File: src/rtl/flash_host_pkg.sv
package flash_host_pkg;

  typedef enum logic [2:0] {
    OP_READ  = 3'd0,
    OP_PROG  = 3'd1,
    OP_SECT  = 3'd2,
    OP_CHIP  = 3'd3,
    OP_RECOV = 3'd4
  } fl_op_e;

  typedef enum logic [2:0] {
    ST_IDLE,
    ST_WSET,
    ST_WLOW,
    ST_WHIGH,
    ST_READ,
    ST_WAIT,
    ST_DONE
  } fl_state_e;

  localparam int unsigned UNLOCK_ADDR_A = 32'h5555;
  localparam int unsigned UNLOCK_ADDR_B = 32'h2AAA;

endpackage

File: src/rtl/flash_cmd_table.sv
module flash_cmd_table
  import flash_host_pkg::*;
#(
  parameter int ADDR_W = 18,
  parameter int DATA_W = 8
) (
  input  fl_op_e              op,
  input  logic [2:0]          step,
  input  logic [ADDR_W-1:0]   tgt_addr,
  input  logic [DATA_W-1:0]   tgt_data,
  output logic [ADDR_W-1:0]   wr_addr,
  output logic [DATA_W-1:0]   wr_data,
  output logic [2:0]          last_step
);
  localparam logic [ADDR_W-1:0] A_HI = ADDR_W'(UNLOCK_ADDR_A);
  localparam logic [ADDR_W-1:0] A_LO = ADDR_W'(UNLOCK_ADDR_B);

  always_comb begin
    unique case (op)
      OP_PROG:          last_step = 3'd3;
      OP_SECT, OP_CHIP: last_step = 3'd5;
      default:          last_step = 3'd0;
    endcase
  end

  always_comb begin
    wr_addr = A_HI;
    wr_data = DATA_W'(8'hAA);
    if (op == OP_RECOV) begin
      wr_data = DATA_W'(8'hFF);
    end else begin
      unique case (step)
        3'd1, 3'd4: begin
          wr_addr = A_LO;
          wr_data = DATA_W'(8'h55);
        end
        3'd2: wr_data = (op == OP_PROG) ? DATA_W'(8'hA0) : DATA_W'(8'h80);
        3'd3: begin
          if (op == OP_PROG) begin
            wr_addr = tgt_addr;
            wr_data = tgt_data;
          end
        end
        3'd5: begin
          if (op == OP_SECT) begin
            wr_addr = tgt_addr;
            wr_data = DATA_W'(8'h30);
          end else begin
            wr_data = DATA_W'(8'h10);
          end
        end
        default: ;
      endcase
    end
  end
endmodule

File: src/rtl/flash_dly_tmr.sv
module flash_dly_tmr #(
  parameter int CNT_W = 32
) (
  input  logic             clk,
  input  logic             rst_n,
  input  logic             load,
  input  logic [CNT_W-1:0] load_val,
  output logic             expired
);
  logic [CNT_W-1:0] cnt_q;

  always_ff @(posedge clk or negedge rst_n) begin
    if (!rst_n)             cnt_q <= '0;
    else if (load)          cnt_q <= load_val;
    else if (cnt_q != '0)   cnt_q <= cnt_q - 1'b1;
  end

  assign expired = (cnt_q == '0);
endmodule

File: src/rtl/flash_host_ctrl.sv
module flash_host_ctrl
  import flash_host_pkg::*;
#(
  parameter int ADDR_W    = 18,
  parameter int DATA_W    = 8,
  parameter int WP_CYC    = 5,
  parameter int WPH_CYC   = 3,
  parameter int WC_CYC    = 9,
  parameter int ACC_CYC   = 9,
  parameter int PROG_WAIT = 3000,
  parameter int SECT_WAIT = 1000000,
  parameter int CHIP_WAIT = 300000000
) (
  input  logic              clk,
  input  logic              rst_n,
  input  logic              req_valid,
  output logic              req_ready,
  input  logic [2:0]        req_op,
  input  logic [ADDR_W-1:0] req_addr,
  input  logic [DATA_W-1:0] req_wdata,
  output logic              done,
  output logic [DATA_W-1:0] rd_data,
  output logic              fl_ce_n,
  output logic              fl_oe_n,
  output logic              fl_we_n,
  output logic [ADDR_W-1:0] fl_addr,
  output logic [DATA_W-1:0] fl_dq_out,
  output logic              fl_dq_oe,
  input  logic [DATA_W-1:0] fl_dq_in
);
  localparam int HI_FILL = WC_CYC - WP_CYC - 1;
  localparam int WPH_EFF = (HI_FILL > WPH_CYC) ? HI_FILL : WPH_CYC;
  localparam int MAX_W1  = (SECT_WAIT > PROG_WAIT) ? SECT_WAIT : PROG_WAIT;
  localparam int MAX_W   = (CHIP_WAIT > MAX_W1) ? CHIP_WAIT : MAX_W1;
  localparam int CNT_W   = $clog2(MAX_W + 1) + 1;

  fl_state_e         st_q, st_nxt;
  fl_op_e            op_q, tbl_op;
  logic [2:0]        step_q, tbl_step, last_step;
  logic [ADDR_W-1:0] tgt_q, tbl_tgt, tbl_addr;
  logic [DATA_W-1:0] dat_q, tbl_dat, tbl_wdata;
  logic              tmr_load, tmr_exp;
  logic [CNT_W-1:0]  tmr_val;
  logic [CNT_W-1:0]  post_wait;
  logic              accept;

  assign req_ready = (st_q == ST_IDLE);
  assign accept    = req_valid && req_ready;

  // the command table sees the incoming request while idle, the held one otherwise
  assign tbl_op   = (st_q == ST_IDLE) ? fl_op_e'(req_op) : op_q;
  assign tbl_tgt  = (st_q == ST_IDLE) ? req_addr : tgt_q;
  assign tbl_dat  = (st_q == ST_IDLE) ? req_wdata : dat_q;
  assign tbl_step = (st_q == ST_IDLE) ? 3'd0 :
                    (st_q == ST_WHIGH) ? step_q + 3'd1 : step_q;

  flash_cmd_table #(.ADDR_W(ADDR_W), .DATA_W(DATA_W)) u_table (
    .op        (tbl_op),
    .step      (tbl_step),
    .tgt_addr  (tbl_tgt),
    .tgt_data  (tbl_dat),
    .wr_addr   (tbl_addr),
    .wr_data   (tbl_wdata),
    .last_step (last_step)
  );

  flash_dly_tmr #(.CNT_W(CNT_W)) u_tmr (
    .clk      (clk),
    .rst_n    (rst_n),
    .load     (tmr_load),
    .load_val (tmr_val),
    .expired  (tmr_exp)
  );

  always_comb begin
    unique case (op_q)
      OP_PROG: post_wait = CNT_W'(PROG_WAIT);
      OP_SECT: post_wait = CNT_W'(SECT_WAIT);
      OP_CHIP: post_wait = CNT_W'(CHIP_WAIT);
      default: post_wait = '0;
    endcase
  end

  always_comb begin
    st_nxt   = st_q;
    tmr_load = 1'b0;
    tmr_val  = '0;
    unique case (st_q)
      ST_IDLE: if (accept) begin
        if (fl_op_e'(req_op) == OP_READ) begin
          st_nxt   = ST_READ;
          tmr_load = 1'b1;
          tmr_val  = CNT_W'(ACC_CYC - 1);
        end else begin
          st_nxt = ST_WSET;
        end
      end
      ST_WSET: begin
        st_nxt   = ST_WLOW;
        tmr_load = 1'b1;
        tmr_val  = CNT_W'(WP_CYC - 1);
      end
      ST_WLOW: if (tmr_exp) begin
        st_nxt   = ST_WHIGH;
        tmr_load = 1'b1;
        tmr_val  = CNT_W'(WPH_EFF - 1);
      end
      ST_WHIGH: if (tmr_exp) begin
        if (step_q != last_step) begin
          st_nxt = ST_WSET;
        end else if (post_wait == '0) begin
          st_nxt = ST_DONE;
        end else begin
          st_nxt   = ST_WAIT;
          tmr_load = 1'b1;
          tmr_val  = post_wait - 1'b1;
        end
      end
      ST_READ: if (tmr_exp) st_nxt = ST_DONE;
      ST_WAIT: if (tmr_exp) st_nxt = ST_DONE;
      ST_DONE: st_nxt = ST_IDLE;
      default: st_nxt = ST_IDLE;
    endcase
  end

  always_ff @(posedge clk or negedge rst_n) begin
    if (!rst_n) begin
      st_q      <= ST_IDLE;
      op_q      <= OP_READ;
      step_q    <= '0;
      tgt_q     <= '0;
      dat_q     <= '0;
      rd_data   <= '0;
      done      <= 1'b0;
      fl_ce_n   <= 1'b1;
      fl_oe_n   <= 1'b1;
      fl_we_n   <= 1'b1;
      fl_dq_oe  <= 1'b0;
      fl_addr   <= '0;
      fl_dq_out <= '0;
    end else begin
      st_q <= st_nxt;
      if (accept) begin
        op_q   <= fl_op_e'(req_op);
        tgt_q  <= req_addr;
        dat_q  <= req_wdata;
        step_q <= '0;
      end else if (st_q == ST_WHIGH && st_nxt == ST_WSET) begin
        step_q <= step_q + 3'd1;
      end
      if (st_q == ST_READ && tmr_exp) rd_data <= fl_dq_in;
      // pins are registered from the next state so they never glitch
      done     <= (st_nxt == ST_DONE);
      fl_ce_n  <= !(st_nxt inside {ST_WSET, ST_WLOW, ST_WHIGH, ST_READ});
      fl_oe_n  <= (st_nxt != ST_READ);
      fl_we_n  <= (st_nxt != ST_WLOW);
      fl_dq_oe <= (st_nxt inside {ST_WSET, ST_WLOW, ST_WHIGH});
      if (st_nxt == ST_READ) begin
        fl_addr <= tbl_tgt;
      end else if (st_nxt == ST_WSET) begin
        fl_addr   <= tbl_addr;
        fl_dq_out <= tbl_wdata;
      end
    end
  end
endmodule

File: config.mk
export PLATFORM = sky130hd
export DESIGN_NAME = flash_host_ctrl
export DESIGN_NICKNAME = d
export VERILOG_FILES = /design/src/rtl/flash_host_pkg.sv /design/src/rtl/flash_cmd_table.sv /design/src/rtl/flash_dly_tmr.sv /design/src/rtl/flash_host_ctrl.sv
export SDC_FILE = /design/constraint.sdc
export NUM_CORES = 1
export LEC_CHECK = 0
export BUFFER_PORTS_ARGS = -buffer_cell sky130_fd_sc_hd__buf_2
export CORE_ASPECT_RATIO = 0.5
export CORE_MARGIN = 4
export CORE_UTILIZATION = 40
export DETAILED_ROUTE_END_ITERATION = 8
export GPL_ROUTABILITY_DRIVEN = 1
export GPL_TIMING_DRIVEN = 0
export PLACE_DENSITY = 0.55
export SETUP_SLACK_MARGIN = 0.2
export SYNTH_ARGS = -nofsm -noshare
export SYNTH_HDL_FRONTEND = slang
export SYNTH_SLANG_ARGS = --single-unit
File: constraint.sdc
create_clock -name clk -period 3.8 [get_ports clk]
set_input_delay 0.19 -clock clk [delete_from_list [all_inputs] [get_ports clk]]
set_output_delay 0.19 -clock clk [all_outputs]
set_load 0.01 [all_outputs]
Yosys cells after proc, flatten, opt, wreduce, memory -nomap -nowiden
Index checks and enable logic that the tools add are counted.

$add $sub $neg: 3. Bitwise logic cells: 1. Mux-type cells: 44. Eq/ne operators: 25. Reductions and logical operators: 18.

Operators by type and width (number): $mux W30 (5); $pmux W30 S4 (1); $mux W18 (6); $pmux W29 S3 (1); $logic_not A30 Y1 (2); $sub A30 B1 Y30 const B (2); $pmux W18 S3 (1); $mux W3 (11); $pmux W8 S4 (1); $eq A3 B2 Y1 const B (10); $reduce_bool A30 Y1 (1); $mux W8 (3); $eq A3 B3 Y1 const B (7); $eq A3 B1 Y1 const B (5); $pmux W3 S5 (1); $mux W6 (2); $mux W4 (2); $logic_not A3 Y1 (2); $mux W1 (6); $pmux W3 S2 (1); $reduce_bool A2 Y1 (3); $reduce_or A2 Y1 (3); $mux W2 (2); $pmux W1 S4 (1); 10 further kinds (12).

Bits of input ports: 40. Output and inout port bits: 40. Register bits: 104. Word-level logic and storage cells: 105.

Logic depth before layout (Yosys ltp)
Depth in word-level cells: 13. Mapped depth: 12. Depth with buffers taken out: 10.

By module
A second synthesis with hierarchy kept.

Cells, all modules: 643. Area, all modules: 6409.9 sq um.

Modules (own cells, without submodules): flash_host_ctrl (seq. area each 1855.5 sq um, times used 1, cells each 364, area each 4042.6 sq um); flash_dly_tmr (seq. area each 750.7 sq um, times used 1, cells each 200, area each 1811.7 sq um); flash_cmd_table (seq. area each 0.0 sq um, times used 1, cells each 79, area each 555.5 sq um).

Worst setup path before layout
Ideal clock, no wire load.

Path type: register to register. From: register u_tmr.cnt_q[0]. To: register fl_addr[15]. Path slack: 0.581 ns. Library setup time: 0.125 ns. Path buffers: 1. Required time: 3.675 ns. Clock period less this slack: 3.219 ns. Arrival: 3.095 ns. Cell stages (with the launch flop): 11. Cells stage by stage: dfrtp_1 > inv_1 > ha_1 > or4b_1 > buf_2 > or4_4 > nor3_4 > a31oi_2 > or3_1 > a21oi_4 > mux2_2.

Word-level cells in the longest chain between the ends: 5. Elaborated cells on any way between the ends: 9. Those cells by class: eq/ne: 2; mux: 5; reduce/logical: 2.

RTL lines: start, declared (RTL line flash_dly_tmr.sv:10) `logic [CNT_W-1:0] cnt_q;`; start signal, assigned (RTL line flash_dly_tmr.sv:14) `else if (load) cnt_q <= load_val;`; start signal, assigned (RTL line flash_dly_tmr.sv:15) `else if (cnt_q != '0) cnt_q <= cnt_q - 1'b1;`; $logic_not A30 Y1 (*) (RTL line flash_dly_tmr.sv:18) `assign expired = (cnt_q == '0);`; $mux W3 (on tied branches); $pmux W3 S5 (*) (RTL line flash_host_ctrl.sv:88) `unique case (st_q)`; $eq A3 B3 Y1 or $eq A3 B1 Y1 (tied branches) (RTL line flash_host_ctrl.sv:158, flash_host_ctrl.sv:160); $mux W18 or $reduce_bool A2 Y1 (tied branches); end signal, assigned (RTL line flash_host_ctrl.sv:159) `fl_addr <= tbl_tgt;`; end signal, assigned (RTL line flash_host_ctrl.sv:161) `fl_addr <= tbl_addr;`; end, declared (RTL line flash_host_ctrl.sv:26) `output logic [ADDR_W-1:0] fl_addr,`.

Mark *: on every way between the ends. The rest lies on a longest branch, timed or not. A chain may end at the register's enable or synchronous reset.

Worst setup path in the final report
From: register u_tmr.cnt_q[1]. To: register fl_addr[16].

The elaborated chain is that of the path after synthesis.

==> qor.txt <==
Synthesized area per cell: 9.75 um^2
Fmax: 280 MHz
Core ar.: 13700 um^2
First DRT Iteration DRCs: 245
Slowest-stage cell, CP: or4_4
CP Max Fanout: 7
Synth top area share: 44.5%
Nets: 731
Final Cycle Share: 94.0%
Switching Share: 39.2%
Slew Limit Fails: 0
Synth area leaders: dfrtp_1 45%, mux2_2 8.9%, nand2_1 4.9%, o21ai_0 3.8%, a21oi_1 2.5%
Comb power frac: 41.6%
Asr flop ratio synth: 100%
Number of global-route vias before repair: 4680
Peak VDD IR: 0.285 mV
# diodes: 0
CTS buffer count: 9
RD Place Congestion: 0.834
Setup crit end kind: register
Worst-Skew Late Latency: 360 ps
Endpoints failing hold: 0
Share of cells above drive strength 1: 28.1%
Post-route cell area: 6830 um^2
Post-DR wirelength/cell: 16.6 um
Delay-heaviest family, CP: simple AND/OR/NAND/NOR gates
Antenna viol nets, final: 0
TNS Setup: 0 ps
Largest net degree at the start of global routing: 56
Sequential share of the synthesized area: 45.9%
Compound-Gate Fraction of Synth Area: 16.7%
DRT Pass-1 Iters: 4
IO Pins: 80
XOR/XNOR share of the synthesized area: 3.86%
Share of synthesized area spent on multiplexers: 10.2%
Max Root-Sink Buffers: 2
WS Path Type: reg2reg
Main combinational cell family by area after synthesis: simple AND/OR/NAND/NOR gates
Startpoint types: register
Chip height: 92.2 um
Clock skew: 15.3 ps
Post-synth top area cell: dfrtp_1
Req. time, crit path: 4040 ps
EDFF count, synth: 0
Synth Area in Simple Gates: 18.5%
Root Driver: clkbuf_16
CTS tree: yes
Clock slew at reported path FFs: 70 ps
Count leader, synth: dfrtp_1
Crit path DAT: 3810 ps
Num rows: 30
Slew at the pin closest to its max-slew limit: 1100 ps
H-tree depth: 3
Max incr delay on CP: 520 ps
Final WL: 14.6 mm
Fillers: 1344
Syn Nets: 627
Post-Syn Area: 5670 um^2
Max-cap viol count: 0
Post-synth top cells: 101 x dfrtp_1, 74 x nand2_1, 45 x mux2_2
Leakage: 3.09 nW
Flop and latch count out of synthesis: 104
Overflow after GRT: 0
Prevailing post-synth register cell: dfrtp_1
Sequential power share: 38.7%
Number of vias in the routed layout: 4767
Sw power: 1.86 mW
Pwr dens: 695 nW/um^2
Initial core utilization: 41.4%
Drt via density: 5.40
Residual DRC: 0
Placed instance area: 6340 um^2
WP buf/inv: 4
Initial antenna violation count: 0
HP Class: in2reg
RSZ-0062 raised after global routing: yes
Die X-Extent: 176 um
Post-DP HPWL: 10.6 mm
Status: finished clean
Clock network power share: 19.7%
Die area: 16300 um^2
Slew margin rel.: 25.9%
Total GRT Usage: 18.7%
Setup violators final: 0
Most used cell, CP: buf_6
I/O Buffers: 79
CP Cell Sequence: inv_2, ha_4, or4b_4, buf_6, or4_4, nor3_4, buf_6, a31oi_4, or3_4, a21oi_4, buf_12, mux2_2
Internal Pwr Total: 2.88 mW
Post-Syn Instances: 582
Synth cell types: 71
Yosys warning total: 0
Sink Count: 104
Fin crit period: 3570 ps
Post-synthesis adder-cell area fraction: 1.10%
P&R area growth vs syn: 20.3%
First-pass GRT wire length: 24.4 mm
[layout make-up]
class / instances / area, um^2 / share of cell area (%)
Multi-Input combinational cell: 426 / 2920 / 42.8
Sequential cell: 104 / 2610 / 38.2
Timing Repair Buffer: 93 / 542 / 7.93
Tap cell: 192 / 240 / 3.52
Clock buffer: 9 / 225 / 3.30
Buffer: 32 / 151 / 2.22
Inverter: 20 / 75.1 / 1.10
Clock inverter: 7 / 67.6 / 0.990
[layout by cell type, fill, tap and decap left out, drive strengths merged, types with 3 or more instances in the layout]
master and n:
a211o 4, a41oi 4, dfrtp 101, o211ai 3
and3b 3, nor2 34, and2 4, dfstp 3
mux2 45, nand2b 6, nand3b 4, mux2i 7
buf 104, or3 11, nand3 8, a21oi 29
a31oi 5, nor4 9, clkbuf 29, nand2 75
o22ai 8, o21ai 44, o221ai 8, ha 5
and3 8, xnor2 13, a211oi 4, nor3 11
nor4b 3, or4 5, inv 26, or2 6
xor2 12, nand4 3, o22a 9
[per-stage QoR]
stage / worst slack (ps) / hold WS [ps] / power [mW] / std cells / util, %
after floorplan: 581 / -106 / 3.19 / 582 / -
after global placement: 96.9 / 423 / 3.73 / 853 / 46.1
after detailed placement: 90.6 / 280 / 3.77 / 854 / 46.3
after CTS: 221 / 52.6 / 4.73 / 876 / 48.9
after global routing: 125 / 55.4 / 5.13 / 883 / 49.8
final: 228 / 64.8 / 4.74 / 883 / 49.8
[power groups by stage]
stage | Sequential (mW) | Combinational (mW) | Clock [mW]
detailed placement | 1.85 | 1.92 | 0
global placement | 1.84 | 1.89 | 0
finish | 1.84 | 1.97 | 0.932
floorplan | 1.84 | 1.35 | 0
CTS | 1.83 | 1.94 | 0.963
global route | 1.90 | 2.22 | 1.01
[logic make-up (layout without fill, tap and decap cells)]
logic type / Yosys count / in the layout
flops: 104 / 104
buf+inv: 52 / 161
xor+xnor: 25 / 25
compound gates: 142 / 142
fa+ha+maj: 5 / 5
simple gates: 202 / 202
mux: 52 / 52
[path summary, 6_finish.rpt]
check	start	to	slack (ps)	cells past startpoint
worst min register to register	dat_q[1]	dat_q[1]	500	1
min in group asynchronous	rst_n	fl_addr[17]	400	2
worst min-delay path	req_valid	step_q[0]	60	2
worst max-delay path	u_tmr.cnt_q[1]	fl_addr[16]	230	12
max in group asynchronous	rst_n	u_tmr.cnt_q[3]	2670	3
worst max register to register	u_tmr.cnt_q[1]	fl_addr[16]	230	12
[state kept, by name, indices dropped and copies added, names as in the netlist]
signal	flops
fl_dq_oe	1
step_q	3
fl_addr	18
op_q	3
done	1
fl_we_n	1
fl_dq_out	8
tgt_q	18
st_q	3
u_tmr.cnt_q	30
dat_q	8
fl_oe_n	1
fl_ce_n	1
rd_data	8
[worst register-to-register path, stage by stage (launching register included)]
cell and delay [ps]:
dfrtp_1 420, inv_2 90, ha_4 140, or4b_4 460, buf_6 150, or4_4 530, nor3_4 300, buf_6 160
a31oi_4 130, or3_4 440, a21oi_4 180, buf_12 150, mux2_2 330
[metal layers]
| layer | wire (um) | track usage (%) |
|---|---|---|
| met4 | 121 | 3.80 |
| met3 | 468 | 4.16 |
| met2 | 6710 | 29.7 |
| met5 | 0 | 0 |
| met1 | 7340 | 26.6 |
[timing repair]
item                       CTS  global route
hold buffers                 1             0
setup buffers                5             7
hold endpoints to repair    46             0
resized for setup            1            20
pin swaps                    1             4
setup endpoints to repair   20            41
Note: power is estimated with default switching activity, not from simulation.
